==> src/rtl/swallow_pkg.sv <==
package swallow_pkg;

  // Length in input cycles of one prescaler period.
  function automatic int pre_len(input int low_log2, input logic wide, input logic plus);
    int base;
    base = 1 << (low_log2 + (wide ? 1 : 0));
    return base + (plus ? 1 : 0);
  endfunction

  // Illegal when the main count is under 3 or the swallow count reaches it.
  function automatic logic bad_cfg(input int n, input int a);
    return (n < 3) || (a >= n);
  endfunction

endpackage

==> src/rtl/swallow_prescaler.sv <==
module swallow_prescaler #(
  parameter int LOW_LOG2 = 6
) (
  input  logic clk,
  input  logic rst_n,
  input  logic hold,
  input  logic wide,
  input  logic plus,
  output logic tick
);
  localparam int CW = LOW_LOG2 + 2;

  logic [CW-1:0] cnt;
  logic [CW-1:0] last;

  // modulus is read at the end of the period, after the counters settle
  assign last = CW'(swallow_pkg::pre_len(LOW_LOG2, wide, plus) - 1);
  assign tick = !hold && (cnt == last);

  always_ff @(posedge clk or negedge rst_n) begin
    if (!rst_n)    cnt <= '0;
    else if (hold) cnt <= '0;
    else if (tick) cnt <= '0;
    else           cnt <= cnt + 1'b1;
  end
endmodule

==> src/rtl/swallow_counters.sv <==
module swallow_counters #(
  parameter int N_W = 11,
  parameter int A_W = 7
) (
  input  logic           clk,
  input  logic           rst_n,
  input  logic           hold,
  input  logic           tick,
  input  logic           cyc_end,
  input  logic [N_W-1:0] n_in,
  input  logic [A_W-1:0] a_in,
  input  logic           wide_in,
  output logic [N_W-1:0] main_rem,
  output logic [A_W-1:0] swal_rem,
  output logic           wide_cur,
  output logic           div_pulse
);
  always_ff @(posedge clk or negedge rst_n) begin
    if (!rst_n) begin
      main_rem  <= '0;
      swal_rem  <= '0;
      wide_cur  <= 1'b0;
      div_pulse <= 1'b0;
    end else if (hold || cyc_end) begin
      main_rem  <= n_in;
      swal_rem  <= a_in;
      wide_cur  <= wide_in;
      div_pulse <= !hold;
    end else begin
      div_pulse <= 1'b0;
      if (tick) begin
        main_rem <= main_rem - 1'b1;
        if (swal_rem != '0) swal_rem <= swal_rem - 1'b1;
      end
    end
  end
endmodule

==> src/rtl/swallow_divider.sv <==
module swallow_divider #(
  parameter int N_W      = 11,
  parameter int A_W      = 7,
  parameter int LOW_LOG2 = 6
) (
  input  logic           clk,
  input  logic           rst_n,
  input  logic           pwr_save,
  input  logic           wide_mod,
  input  logic [N_W-1:0] n_cnt,
  input  logic [A_W-1:0] a_cnt,
  output logic           mod_ctl,
  output logic           pre_out,
  output logic           div_out,
  output logic           cfg_bad
);
  logic           pre_tick;
  logic           cyc_end;
  logic           wide_cur;
  logic [N_W-1:0] main_rem;
  logic [A_W-1:0] swal_rem;

  // events brought out for the checker
  assign mod_ctl = (swal_rem != '0);
  assign cyc_end = pre_tick && (main_rem <= N_W'(1));
  assign pre_out = pre_tick;
  assign cfg_bad = swallow_pkg::bad_cfg(int'(n_cnt), int'(a_cnt));

  swallow_prescaler #(.LOW_LOG2(LOW_LOG2)) u_pre (
    .clk   (clk),
    .rst_n (rst_n),
    .hold  (pwr_save),
    .wide  (wide_cur),
    .plus  (mod_ctl),
    .tick  (pre_tick)
  );

  swallow_counters #(.N_W(N_W), .A_W(A_W)) u_cnt (
    .clk       (clk),
    .rst_n     (rst_n),
    .hold      (pwr_save),
    .tick      (pre_tick),
    .cyc_end   (cyc_end),
    .n_in      (n_cnt),
    .a_in      (a_cnt),
    .wide_in   (wide_mod),
    .main_rem  (main_rem),
    .swal_rem  (swal_rem),
    .wide_cur  (wide_cur),
    .div_pulse (div_out)
  );
endmodule

==> config.mk <==
export PLATFORM = sky130hd
export DESIGN_NAME = swallow_divider
export DESIGN_NICKNAME = d
export VERILOG_FILES = /design/src/rtl/swallow_pkg.sv /design/src/rtl/swallow_prescaler.sv /design/src/rtl/swallow_counters.sv /design/src/rtl/swallow_divider.sv
export SDC_FILE = /design/constraint.sdc
export NUM_CORES = 1
export LEC_CHECK = 0
export BUFFER_PORTS_ARGS = -buffer_cell sky130_fd_sc_hd__buf_2
export CORE_AREA = 2 2 74 76
export DETAILED_ROUTE_END_ITERATION = 12
export DIE_AREA = 0 0 76 78
export PLACE_DENSITY = 0.52
export SETUP_SLACK_MARGIN = 0.05
export SLEW_MARGIN = 20
export SYNTH_ARGS = -nofsm -noshare
export SYNTH_HDL_FRONTEND = slang
export SYNTH_SLANG_ARGS = --single-unit
==> constraint.sdc <==
create_clock -name clk -period 4.8 [get_ports clk]
set_input_delay 0.96 -clock clk [delete_from_list [all_inputs] [get_ports clk]]
set_output_delay 0.96 -clock clk [all_outputs]
set_load 0.005 [all_outputs]
# --- Word-level counts from Yosys, hierarchy flattened ---
# Cells that the tools add are included.
word_totals:
  regBits: 28
  input_bits: 22
  output_inout_bits: 4
  wordCells: 35
classes:
  addsub: 6
  magnitude_cmp: 3
  eq_ne: 1
  shifts: 1
  n_mux: 10
  reduce_logical: 9
op_table:
  columns: ["operator", "n"]
  rows:
  - ["$add A4 B32 Y32 const A", 1]
  - ["$shl A1 B32 Y8 const A", 1]
  - ["$mux W11", 2]
  - ["$mux W7", 3]
  - ["$mux W8", 2]
  - ["$ge A7 B11 Y1", 1]
  - ["$le A11 B1 Y1 const B", 1]
  - ["$lt A11 B2 Y1 const B", 1]
  - ["$sub A11 B1 Y11 const B", 1]
  - ["$add A8 B1 Y8 const B", 1]
  - ["$add A8 B8 Y8", 1]
  - ["$eq A8 B8 Y1", 1]
  - ["$sub A8 B2 Y8 const B", 1]
  - ["$reduce_bool A7 Y1", 1]
  - ["$sub A7 B1 Y7 const B", 1]
  - ["$reduce_bool A2 Y1", 2]
  - ["$mux W1", 3]
  - ["$logic_and A1 B1 Y1", 2]
  - ["$logic_or A1 B1 Y1", 2]
  - ["$reduce_and A2 Y1", 1]
  - ["$logic_not A1 Y1", 1]

# --- Longest topological paths before layout ---
# Gate-level depths: netlist of the first run.
depth:
  word_depth: 11
  depth_mapped: 12
  depth_no_buf: 11

# --- Cells and area by module ---
# Synthesis of the first run repeated with hierarchy kept, for this count alone.
hier_totals:
  hier_cells: 188
  hier_area_um2: 1767.9
by_module_without_submodules:
  columns: ["module", "instances", "cells_each", "area_per_inst_um2", "seq_area_each_um2"]
  rows:
  - ["swallow_counters", 1, 116, 1076.0, 500.5]
  - ["swallow_prescaler", 1, 39, 429.2, 200.2]
  - ["swallow_divider", 1, 33, 262.8, 0.0]

# --- Worst setup path before layout of the first run ---
# Ideal clock, no wire load.
synth_path:
  path_type: "register -> output"
  start: "register u_cnt.swal_rem[0]"
  end: "output pre_out"
  arrival_time_ns: 2.264
  t_required_ns: 3.840
  slack_ns: 1.576
  path_stages_with_launch: 10
  path_buffers: 1
  cell_sequence: "dfrtp_1 > inv_1 > ha_1 > or3b_4 > or2_2 > ha_1 > xor2_1 > a211o_1 > buf_6 > nor2_1"
synth_via:
  elab_chain_len: 6
synth_lines:
  columns: ["item", "line", "rtl"]
  rows:
  - ["start: declaration", "swallow_counters.sv:14", "output logic [A_W-1:0] swal_rem,"]
  - ["start signal: assignment", "swallow_counters.sv:26", "swal_rem <= a_in;"]
  - ["start signal: assignment", "swallow_counters.sv:33", "if (swal_rem != '0) swal_rem <= swal_rem - 1'b1;"]
  - ["$reduce_bool A7 Y1", "swallow_divider.sv:24", "assign mod_ctl = (swal_rem != '0);"]
  - ["named net mod_ctl", "swallow_divider.sv:12", "output logic mod_ctl,"]
  - ["$mux W1", "swallow_pkg.sv:7", "return base + (plus ? 1 : 0);"]
  - ["$add A8 B8 Y8", "swallow_pkg.sv:7", null]
  - ["$sub A8 B2 Y8", "swallow_prescaler.sv:17", "assign last = CW'(swallow_pkg::pre_len(LOW_LOG2, wide, plus) - 1);"]
  - ["$eq A8 B8 Y1", "swallow_prescaler.sv:18", "assign tick = !hold && (cnt == last);"]
  - ["$logic_and A1 B1 Y1", "swallow_prescaler.sv:18", null]
  - ["end: declaration", "swallow_divider.sv:13", "output logic pre_out,"]
# The timed path passes the listed nets, and every way through them passes these cells.

# --- Worst setup path after layout of the first run ---
layout_path:
  start: "register u_cnt.swal_rem[0]"
  end: "output pre_out"
layout_via:
  elab_chain_len: 6
layout_lines:
  columns: ["item", "line"]
  rows:
  - ["$reduce_bool A7 Y1", "swallow_divider.sv:24"]
  - ["$mux W1", "swallow_pkg.sv:7"]
  - ["$add A8 B8 Y8", "swallow_pkg.sv:7"]
  - ["$sub A8 B2 Y8", "swallow_prescaler.sv:17"]
  - ["$eq A8 B8 Y1", "swallow_prescaler.sv:18"]
  - ["$logic_and A1 B1 Y1", "swallow_prescaler.sv:18"]
# Every way passes these cells.

==> metrics.md, run 1 <==
| Metric | Value |
|---|---|
| CP arrival | `about 2.8 ns` |
| Area of the multi-input gates | `about 0.0011 sq mm` |
| Total Routing Usage GR | `0.175` |
| Post-CTS sizing | `0` |
| Lkg Pwr | `between 0.9 and 1 nW` |
| Clock power frac | `0.250` |
| CTS Buf Count | `3` |
| Setup Crit Path Kind | `flip-flop to primary output` |
| Outcome | `completed` |
| Total grt overflow | `0` |
| Worst clock skew | `0.00386 ns` |
| Placement-stage worst setup slack | `~1.3 ns` |
| RSZ-0062 raised after global routing | `no` |
| CP cell instances | `inv_1, ha_1, or3b_4, or2_2, ha_1, xor2_1, a211o_1, nor2_1, buf_2` |
| Detail Route Antenna Nets | `0` |
| Routability cong. | `approximately 0.86` |
| Mapped Cells | `210` |
| Met3 usage | `0.0314` |
| DRT Pass-1 Iters | `4` |
| CTS root buf | `clkbuf_8` |
| Die width | `about 76 um` |
| Met2 usage | `0.280` |
| Largest net degree at the start of global routing | `29` |
| Crit path launch type | `flip-flop` |
| Site row count | `26` |
| Mapped Area | `0.00186 sq mm` |
| Reg power frac | `0.499` |
| Crit-path slowest cell | `dfrtp_1` |
| CTS Buffer Depth | `2` |
| WP data required | `approximately 3.8 ns` |
| Netlist cell types | `56` |
| Core Footprint | `0.00504 sq mm` |
| Dpl hpwl | `3650 um` |
| Synth Area per Inst | `a little under 9 sq um` |
| Final hold vios | `0` |
| Switching part of the total | `0.320` |
| Worst path max stage delay | `0.42 ns` |
| Ys flop type | `dfrtp_1` |
| Type of the tightest min-delay check | `flip-flop to flip-flop` |
| First-pass GRT wire length | `approximately 8000 um` |
| Logic pwr share | `0.251` |
| Yosys warns | `0` |
| Max-slew violations | `0` |
| # port buffers | `25` |
| Vias in the first global route | `between 1500 and 2000` |
| Fin nets | `roughly 270` |
| Initial Util | `0.370` |
| Final WS setup | `around 1.0 ns` |
| # DRC | `0` |
| Fillers | `520` |
| Synth Register Bits | `28` |
| Die ar. | `0.00593 sq mm` |
| Worst relative slew slack | `0.566` |
| FFs w/ async S/R, synth | `1.00` |
| CP Max Fanout | `10` |
| Seq/Total Area, Yosys | `0.376` |
| Tcrit/Tclk final | `0.788` |
| Max Freq | `0.264 GHz` |
| Wire length per cell | `between 15 and 20 um` |
| Met1 Use GR | `0.251` |
| Measured slew at the worst slew-check pin | `approximately 0.65 ns` |
| Initial antenna violation count | `0` |
| Worst skew pair latency | `approximately 0.27 ns` |
| Drt initial violations | `69` |
| Crit-path most repeated cell | `ha_1` |
| Postcts setup bufs | `0` |
| Total internal power | `0.000399 W` |
| Via count | `between 1500 and 2000` |
| Crit. End Element | `primary output` |
| Clock transition at the registers of the reported paths | `0.10 ns` |
| Util after Layout | `0.419` |
| GRT busiest layer | `met2` |
| Switching pwr | `about 0.00019 W` |
| Area growth syn-to-layout | `13.3%` |
| CTS tree | `yes` |
| Antenna Cells | `0` |
| Post-Syn Nets | `between 200 and 250` |
| Die Span Y | `about 78 um` |
| Finish-stage setup viols | `0` |
| Final worst path period need | `roughly 3.8 ns` |
| Post-CTS Hold Buffers | `0` |
| Max-cap violations | `0` |
| Pwr Density | `~280 mW/mm^2` |
| Most frequent cells in the layout | `28 x dfrtp_1, 25 x nor2_1, 25 x buf_2, 17 x inv_1, 14 x nand2_1` |
| Setup TNS | `0 ns` |
| Number of synthesized flops with an enable pin | `0` |
| Most common cell after layout, fill and taps aside | `dfrtp_1` |
| Peak supply drop | `between 0.1 and 0.15 mV` |
| Vias per inst | `roughly 5.4` |
| Io pins | `26` |
| Storage cell area | `around 700 sq um` |
| Total clock sinks | `28` |
| Share of cells above drive strength 1 | `0.178` |
| Total Routed Length | `around 4700 um` |
| Htree depth | `1` |
[state kept, by name, summed over array words and instances (netlist names)]
name             count
u_pre.cnt            8
u_cnt.wide_cur       1
u_cnt.div_pulse      1
u_cnt.main_rem      11
u_cnt.swal_rem       7
[path summary, 6_finish.rpt]
kind	startpoint	to	slack (ns)	depth (start not counted)
hold / removal	u_pre.cnt[0]	u_pre.cnt[0]	0.51	1
setup / recovery	u_cnt.swal_rem[0]	pre_out	1.02	9
max in group asynchronous	rst_n	u_cnt.swal_rem[2]	3.68	1
min in group asynchronous	rst_n	u_cnt.main_rem[9]	0.70	1
hold reg to reg	u_pre.cnt[0]	u_pre.cnt[0]	0.51	1
setup reg to reg	u_cnt.swal_rem[0]	u_cnt.swal_rem[2]	1.53	13
[power groups by stage]
stage / combinational [W] / sequential [W] / clock, W
6_report: 0.000147 / 0.000293 / 0.000147
5_1_grt: 0.000169 / 0.000299 / 0.000164
4_1_cts: 0.000150 / 0.000293 / 0.000154
3_5_place_dp: 0.000149 / 0.000298 / 0
3_3_place_gp: 0.000147 / 0.000298 / 0
2_1_floorplan: 0.000107 / 0.000289 / 0
[per-layer routing]
metal | vias to the layer above | part of all wire
li1 | 826 | -
met1 | 786 | 0.50
met2 | 42 | 0.45
met3 | 2 | 0.045
met4 | 0 | 0.0049
met5 | - | 0
[cell families after synthesis]
group	synth area share
AO/OA/AOI/OAI	0.230
XOR/XNOR	0.0376
adder cells (fa/ha/maj)	0.0805
buffers and inverters	0.0550
flip-flops	0.376
multiplexers	0.0215
AND/OR/NAND/NOR	0.200
[synth_stat cells, drive strengths merged, types with 2 or more instances]
cell type	n	area share
nor4	3	0.010
xnor2	3	0.014
a211oi	2	0.0081
nor3b	2	0.0081
nor3	9	0.024
or4	2	0.010
buf	3	0.015
clkbuf	2	0.0040
ha	12	0.081
or3	4	0.013
a22oi	4	0.016
mux2i	4	0.021
xor2	5	0.023
nor2	25	0.050
a21oi	10	0.027
inv	17	0.034
nand3	8	0.021
o21ai	16	0.049
nand2	15	0.032
a221o	2	0.011
dfrtp	28	0.38
a21o	3	0.013
and3	3	0.011
a311oi	2	0.0094
o221ai	3	0.014
[cell type report]
cell class | instances | area share
tap | 70 | 0.0415
clock buffer | 4 | 0.0261
multi-input combinational | 159 | 0.502
inverter | 18 | 0.0320
sequential | 28 | 0.332
timing repair buffer | 27 | 0.0664
[worst max-delay path, delay by kind of cell, from the launching register on]
kind                     cells  cell delay (ns)
AND/OR/NAND/NOR              3             0.87
AO/OA/AOI/OAI                1             0.40
flip-flops                   1             0.42
buffers and inverters        2             0.22
adder cells (fa/ha/maj)      2             0.48
XOR/XNOR                     1             0.17
[per-stage QoR]
step	std cells	hold slack, ns	instance area, sq um	total power, W
after detailed placement	302	0.503	2060	0.000446
after floorplan	210	0.445	1860	0.000396
final	306	0.512	2110	0.000587
after global placement	302	0.496	2060	0.000445
after CTS	306	0.524	2110	0.000597
after global routing	306	0.535	2110	0.000632
No activity file was read; power rests on OpenSTA's default activity.
==> run 2, diff against run 1 <==
==> constraint.sdc (replaced) <==
create_clock -name clk -period 3.9 [get_ports clk]
set_input_delay 0.78 -clock clk [delete_from_list [all_inputs] [get_ports clk]]
set_output_delay 0.78 -clock clk [all_outputs]
set_load 0.005 [all_outputs]
==> run 2 against run 1 <==
Net effect: clock skew decreased by 0.0024 ns; final area decreased by 0.30%; count of clock-buffer cells in the layout decreased by 1; power increased by 20%; non-clock buffer count increased by 1; sequential power increased by 23%; global-route usage decreased by 0.64 points; critical path depth unchanged; worst setup slack got worse by 0.74 ns; sequential share of layout area increased by 0.099 points; first-iteration DRC count increased by 54%; critical path type unchanged; largest cell class unchanged.
==> metrics.md, run 2 (synthesis gave the netlist of run 1 again) <==
| Metric | Value |
|---|---|
| Reg2reg path depth | `10 (was 13)` |
| Dpl hpwl | `3560 um (was 3650 um)` |
| Final worst path period need | `roughly 3.6 ns` |
| Crit path launch | `u_cnt.swal_rem[0] (unchanged)` |
| Post-CTS sizing | `0 (unchanged)` |
| Initial antenna violation count | `0 (unchanged)` |
| WP data required | `3.12 ns (was 3.84 ns)` |
| Non-Filler Instances | `306 (unchanged)` |
| Measured slew at the worst slew-check pin | `0.653 ns (was 0.652 ns)` |
| Crit path launch type | `flip-flop (unchanged)` |
| Post-CTS Hold Buffers | `0 (unchanged)` |
| RSZ-0062 raised after global routing | `no (unchanged)` |
| Tcrit/Tclk final | `0.929` |
| Max-cap violations | `0 (unchanged)` |
| Worst r2r dst | `u_cnt.main_rem[8] (was u_cnt.swal_rem[2])` |
| Hold Path Origin | `u_cnt.wide_cur (was u_pre.cnt[0])` |
| # DRC | `0 (unchanged)` |
| CTS root buf | `clkbuf_8 (unchanged)` |
| Total Routed Length | `4730 um (was 4720 um)` |
| Crit. End Element | `primary output (unchanged)` |
| Share of cells above drive strength 1 | `0.178 (unchanged)` |
| Reg2reg setup slack | `0.65 ns (was 1.53 ns)` |
| Total Routing Usage GR | `0.168 (was 0.175)` |
| Met1 Use GR | `0.238 (was 0.251)` |
| Fin nets | `272 (was 271)` |
| Pwr Density | `334 mW/mm^2 (was 278 mW/mm^2)` |
| Via count | `1653 (was 1656)` |
| CTS Buf Count | `3 (unchanged)` |
| CP arrival | `2.84 ns (was 2.82 ns)` |
| Type of the tightest min-delay check | `flip-flop to flip-flop (unchanged)` |
| Placed insts | `303 (was 302)` |
| DRT Pass-1 Iters | `4 (unchanged)` |
| Largest net degree at the start of global routing | `29 (unchanged)` |
| Routability cong. | `0.851 (was 0.859)` |
| Largest registers | `u_cnt.main_rem: 11 flops, u_pre.cnt: 8 flops, u_cnt.swal_rem: 7 flops (unchanged)` |
| CTS Buffer Depth | `2 (unchanged)` |
| First-pass GRT wire length | `8030 um (was 8220 um)` |
| Setup TNS | `0 ns (unchanged)` |
| Max-slew violations | `0 (unchanged)` |
| Total grt overflow | `0 (unchanged)` |
| Max reg flops | `11 (unchanged)` |
| Peak supply drop | `0.132 mV (was 0.128 mV)` |
| Drt initial violations | `106 (was 69)` |
| Setup Crit Path Kind | `flip-flop to primary output (unchanged)` |
| CP Max Fanout | `10 (unchanged)` |
| Die ar. | `0.00593 sq mm (unchanged)` |
| Met3 usage | `0.0233 (was 0.0314)` |
| Worst skew pair latency | `0.27 ns (about the same)` |
| Fillers | `525 (was 520)` |
| # port buffers | `25 (unchanged)` |
| Max Freq | `0.276 GHz` |
| Postcts setup bufs | `0 (unchanged)` |
| Biggest register | `u_cnt.main_rem (unchanged)` |
| Site row count | `26 (unchanged)` |
| Final hold vios | `0 (unchanged)` |
| Most frequent cells in the layout | `28 x dfrtp_1, 25 x nor2_1, 25 x buf_2, 17 x inv_1, 14 x nand2_1 (unchanged)` |
| Die Span Y | `78 um (unchanged)` |
| CTS tree | `yes (unchanged)` |
| Antenna Cells | `0 (unchanged)` |
| Vias per inst | `5.40 (was 5.41)` |
| Total clock sinks | `28 (unchanged)` |
| Vias in the first global route | `1598 (was 1618)` |
| Die width | `76 um (unchanged)` |
| Worst relative slew slack | `0.565 (was 0.566)` |
| Met2 usage | `0.272 (was 0.280)` |
| Worst clock skew | `0.00146 ns (was 0.00386 ns)` |
| FF-to-FF Start | `u_cnt.swal_rem[0] (unchanged)` |
| Hold EP | `u_cnt.wide_cur (was u_pre.cnt[0])` |
| Initial Util | `0.370 (unchanged)` |
| Area growth syn-to-layout | `13.0% (was 13.3%)` |
| Detail Route Antenna Nets | `0 (unchanged)` |
| Core Footprint | `0.00504 sq mm (unchanged)` |
| Io pins | `26 (unchanged)` |
| Outcome | `completed (unchanged)` |
| Lkg Pwr | `0.957 nW (was 0.959 nW)` |
| Most common cell after layout, fill and taps aside | `dfrtp_1 (unchanged)` |
| Htree depth | `1 (unchanged)` |
| Wire length per cell | `15.5 um (was 15.4 um)` |
| GRT busiest layer | `met2 (unchanged)` |
| Hold depth | `2 (was 1)` |
| Finish-stage setup viols | `0 (unchanged)` |
| Clock transition at the registers of the reported paths | `0.10 ns (about the same)` |
==> run 2: cell count changes in the layout (fill, tap and decap cells not counted), sizes merged <==
cell    change
buf         +1
clkbuf      -1
==> run 2: final cells by class <==
| cell class | instances | area, sq um | share of cell area |
|---|---|---|---|
| clock buffer | 3 | 41.3 | 0.0196 |
| inverter | 18 | 67.6 | 0.0321 |
| multi-input combinational | 159 | 1060 | 0.504 |
| sequential | 28 | 701 | 0.333 |
| tap | 70 | 87.6 | 0.0416 |
| timing repair buffer | 28 | 148 | 0.0701 |
==> run 2: layer usage <==
layer / part of all wire / vias up
li1: - / 825
met1: 0.50 / 787
met2: 0.45 / 37
met3: 0.039 / 4
met4: 0.0074 / 0
met5: 0 / -
==> run 2: metrics by stage <==
stage / worst slack (ns) / power, W / util / hold slack (ns) / instance area [sq um]
floorplan: 0.856 / 0.000487 / - / 0.445 / 1860
global placement: 0.640 / 0.000549 / 0.409 / 0.490 / 2060
detailed placement: 0.598 / 0.000548 / 0.409 / 0.499 / 2060
CTS: 0.285 / 0.000710 / 0.418 / 0.521 / 2110
global route: 0.113 / 0.000757 / 0.418 / 0.563 / 2110
finish: 0.277 / 0.000704 / 0.418 / 0.514 / 2110
==> run 2: critical path: stages, from the launching register on <==
cell	delay, ns
dfrtp_1	0.42
inv_1	0.09
ha_1	0.19
or3b_4	0.41
or2_2	0.31
ha_1	0.29
xor2_1	0.18
a211o_1	0.40
nor2_1	0.15
buf_2	0.13
==> run 2: how the worst max path moves through the flow <==
stage | endpoint | slack [ns] | depth (start not counted)
after floorplan | pre_out | 0.86 | 9
after global placement | pre_out | 0.64 | 9
after detailed placement | pre_out | 0.60 | 9
after CTS | pre_out | 0.28 | 9
after global routing | pre_out | 0.11 | 9
final | pre_out | 0.28 | 9
==> run 2: where the power goes <==
group / internal, W / leakage, nW / switching, W / total [W]
registers: 0.000324 / 0.344 / 0.0000374 / 0.000361
clock network: 0.0000695 / 0.0216 / 0.0000920 / 0.000162
logic: 0.0000775 / 0.591 / 0.000104 / 0.000182
==> run 3, diff against run 2 <==
--- a/config.mk
+++ b/config.mk
@@ -9,6 +9,7 @@
 export CORE_AREA = 2 2 74 76
 export DETAILED_ROUTE_END_ITERATION = 12
 export DIE_AREA = 0 0 76 78
+export MAX_ROUTING_LAYER = met4
 export PLACE_DENSITY = 0.52
 export SETUP_SLACK_MARGIN = 0.05
 export SLEW_MARGIN = 20
==> run 3 against run 2 <==
Net effect: register-to-register slack barely moved; critical path depth did not move; final area did not move; wire length barely moved; maximum frequency rose by 0.17%; highest routed layer unchanged; critical endpoint unchanged; sequential power barely moved; combinational power barely moved; via count fell by 1.1%; count of clock-buffer cells in the layout did not move; non-clock buffer count did not move; worst setup slack improved by 0.0063 ns.
==> metrics.md, run 3 (synthesis gave the netlist of run 1 again) <==
| Metric | Value |
|---|---|
| Placed insts | `303 (unchanged)` |
| Drt initial violations | `105 (was 106)` |
| DRT Pass-1 Iters | `4 (unchanged)` |
| Detail Route Antenna Nets | `0 (unchanged)` |
| Routed metal-1 wirelength | `2400 um (was 2380 um)` |
| Top sig layer | `met4 (unchanged)` |
| First-pass GRT wire length | `8020 um (was 8030 um)` |
| Crit. End Element | `primary output (unchanged)` |
| Most frequent cells in the layout | `28 x dfrtp_1, 25 x nor2_1, 25 x buf_2, 17 x inv_1, 14 x nand2_1 (unchanged)` |
| Clock transition at the registers of the reported paths | `0.10 ns (about the same)` |
| Final WS setup | `0.283 ns (was 0.277 ns)` |
| Area growth syn-to-layout | `13.0% (unchanged)` |
| Largest net degree at the start of global routing | `29 (unchanged)` |
| Worst clock skew | `0.00216 ns (was 0.00146 ns)` |
| Max-cap violations | `0 (unchanged)` |
| Peak supply drop | `0.132 mV (about the same)` |
| Lkg Pwr | `0.957 nW (unchanged)` |
| Worst Hold Margin | `0.514 ns (about the same)` |
| Biggest register | `u_cnt.main_rem (unchanged)` |
| Total clock sinks | `28 (unchanged)` |
| Setup TNS | `0 ns (unchanged)` |
| Finish-stage setup viols | `0 (unchanged)` |
| # DRC | `0 (unchanged)` |
| Die ar. | `0.00593 sq mm (unchanged)` |
| Vias per inst | `5.34 (was 5.40)` |
| Worst relative slew slack | `0.554 (was 0.565)` |
| Routability cong. | `0.864 (was 0.851)` |
| CP Max Fanout | `10 (unchanged)` |
| Die Span Y | `78 um (unchanged)` |
| Non-Filler Instances | `306 (unchanged)` |
| Total Routed Length | `4730 um (about the same)` |
| Total grt overflow | `0 (unchanged)` |
| Measured slew at the worst slew-check pin | `0.669 ns (was 0.653 ns)` |
| Metal2 WL | `2110 um (was 2130 um)` |
| Placement-stage worst setup slack | `0.598 ns (unchanged)` |
| Max-slew violations | `0 (unchanged)` |
| Initial Util | `0.370 (unchanged)` |
| Initial antenna violation count | `0 (unchanged)` |
| CP arrival | `2.84 ns (about the same)` |
| Type of the tightest min-delay check | `flip-flop to flip-flop (unchanged)` |
| Post-CTS sizing | `0 (unchanged)` |
| Reg power frac | `0.512 (was 0.513)` |
| Largest registers | `u_cnt.main_rem: 11 flops, u_pre.cnt: 8 flops, u_cnt.swal_rem: 7 flops (unchanged)` |
| Via count | `1635 (was 1653)` |
| Max Freq | `0.277 GHz (was 0.276 GHz)` |
| Pwr Density | `334 mW/mm^2 (about the same)` |
| RSZ-0062 raised after global routing | `no (unchanged)` |
| Final worst path period need | `3.62 ns (about the same)` |
| Share of cells above drive strength 1 | `0.178 (unchanged)` |
| Io pins | `26 (unchanged)` |
| CTS Buffer Depth | `2 (unchanged)` |
| Core Footprint | `0.00504 sq mm (unchanged)` |
| Htree depth | `1 (unchanged)` |
| CTS Buf Count | `3 (unchanged)` |
| Site row count | `26 (unchanged)` |
| Tcrit/Tclk final | `0.927 (was 0.929)` |
| Post-CTS Hold Buffers | `0 (unchanged)` |
| Fillers | `525 (unchanged)` |
| Fin nets | `272 (unchanged)` |
| WL met3 | `200 um (was 183 um)` |
| Dpl hpwl | `3560 um (unchanged)` |
| Antenna Cells | `0 (unchanged)` |
| Max reg flops | `11 (unchanged)` |
| Crit path launch type | `flip-flop (unchanged)` |
| WP data required | `3.12 ns (about the same)` |
| Switching pwr | `0.000234 W (about the same)` |
| Outcome | `completed (unchanged)` |
| Total Routing Usage GR | `0.173 (was 0.168)` |
| CTS tree | `yes (unchanged)` |
| Switching part of the total | `0.332 (about the same)` |
| Setup Crit Path Kind | `flip-flop to primary output (unchanged)` |
| Clock power frac | `0.230 (was 0.229)` |
| Total internal power | `0.000470 W (about the same)` |
| Vias in the first global route | `1602 (was 1598)` |
| CTS root buf | `clkbuf_8 (unchanged)` |
| Util after Layout | `0.418 (unchanged)` |
| Wire length per cell | `15.5 um (about the same)` |
| Worst skew pair latency | `0.27 ns (about the same)` |
| Die width | `76 um (unchanged)` |
| # port buffers | `25 (unchanged)` |
| Postcts setup bufs | `0 (unchanged)` |
| Final hold vios | `0 (unchanged)` |
| Logic pwr share | `0.258 (about the same)` |
| Most common cell after layout, fill and taps aside | `dfrtp_1 (unchanged)` |
==> run 3: cell counts in the layout (fill, tap and decap cells not counted) <==
No cell type changed its count.
==> run 3: final timing paths <==
path | start | endpoint | slack, ns | depth (start not counted)
hold reg to reg | u_cnt.wide_cur | u_cnt.wide_cur | 0.51 | 2
max in group asynchronous | rst_n | u_cnt.swal_rem[4] | 2.94 | 1
min in group asynchronous | rst_n | u_cnt.main_rem[10] | 0.53 | 1
setup / recovery | u_cnt.swal_rem[0] | pre_out | 0.28 | 9
hold / removal | u_cnt.wide_cur | u_cnt.wide_cur | 0.51 | 2
setup reg to reg | u_cnt.swal_rem[0] | u_cnt.main_rem[8] | 0.65 | 10
==> run 3: metrics by stage <==
step                      cell area [sq um]  power, W
after floorplan                        1860  0.000487
after global placement                 2060  0.000549
after detailed placement               2060  0.000548
after CTS                              2110  0.000710
after global routing                   2110  0.000757
final                                  2110  0.000704
==> run 3: area by class of cell <==
type                    count  area (sq um)  share of cell area
inverters                  18          67.6              0.0321
repair buffers             28           148              0.0701
flip-flops and latches     28           701               0.333
multi-input cells         159          1060               0.504
well taps                  70          87.6              0.0416
clock buffers               3          41.3              0.0196
==> run 3: critical path: stages, from the launching register on <==
cell and delay, ns:
dfrtp_1 0.42, inv_1 0.09, ha_1 0.19, or3b_4 0.41, or2_2 0.31, ha_1 0.29, xor2_1 0.18, a211o_1 0.40
nor2_1 0.15, buf_2 0.13
==> run 3: power by group through the flow <==
| stage | sequential (W) | combinational, W | clock, W |
|---|---|---|---|
| after global routing | 0.000368 | 0.000210 | 0.000179 |
| after detailed placement | 0.000366 | 0.000182 | 0 |
| after global placement | 0.000367 | 0.000182 | 0 |
| after CTS | 0.000360 | 0.000183 | 0.000166 |
| after floorplan | 0.000355 | 0.000132 | 0 |
| final | 0.000361 | 0.000182 | 0.000162 |
==> run 3: layer usage <==
layer,vias to the layer above,global-route usage
met5,-,-
met4,0,0.0418
met3,2,0.0233
met2,40,0.271
met1,770,0.239
li1,823,-
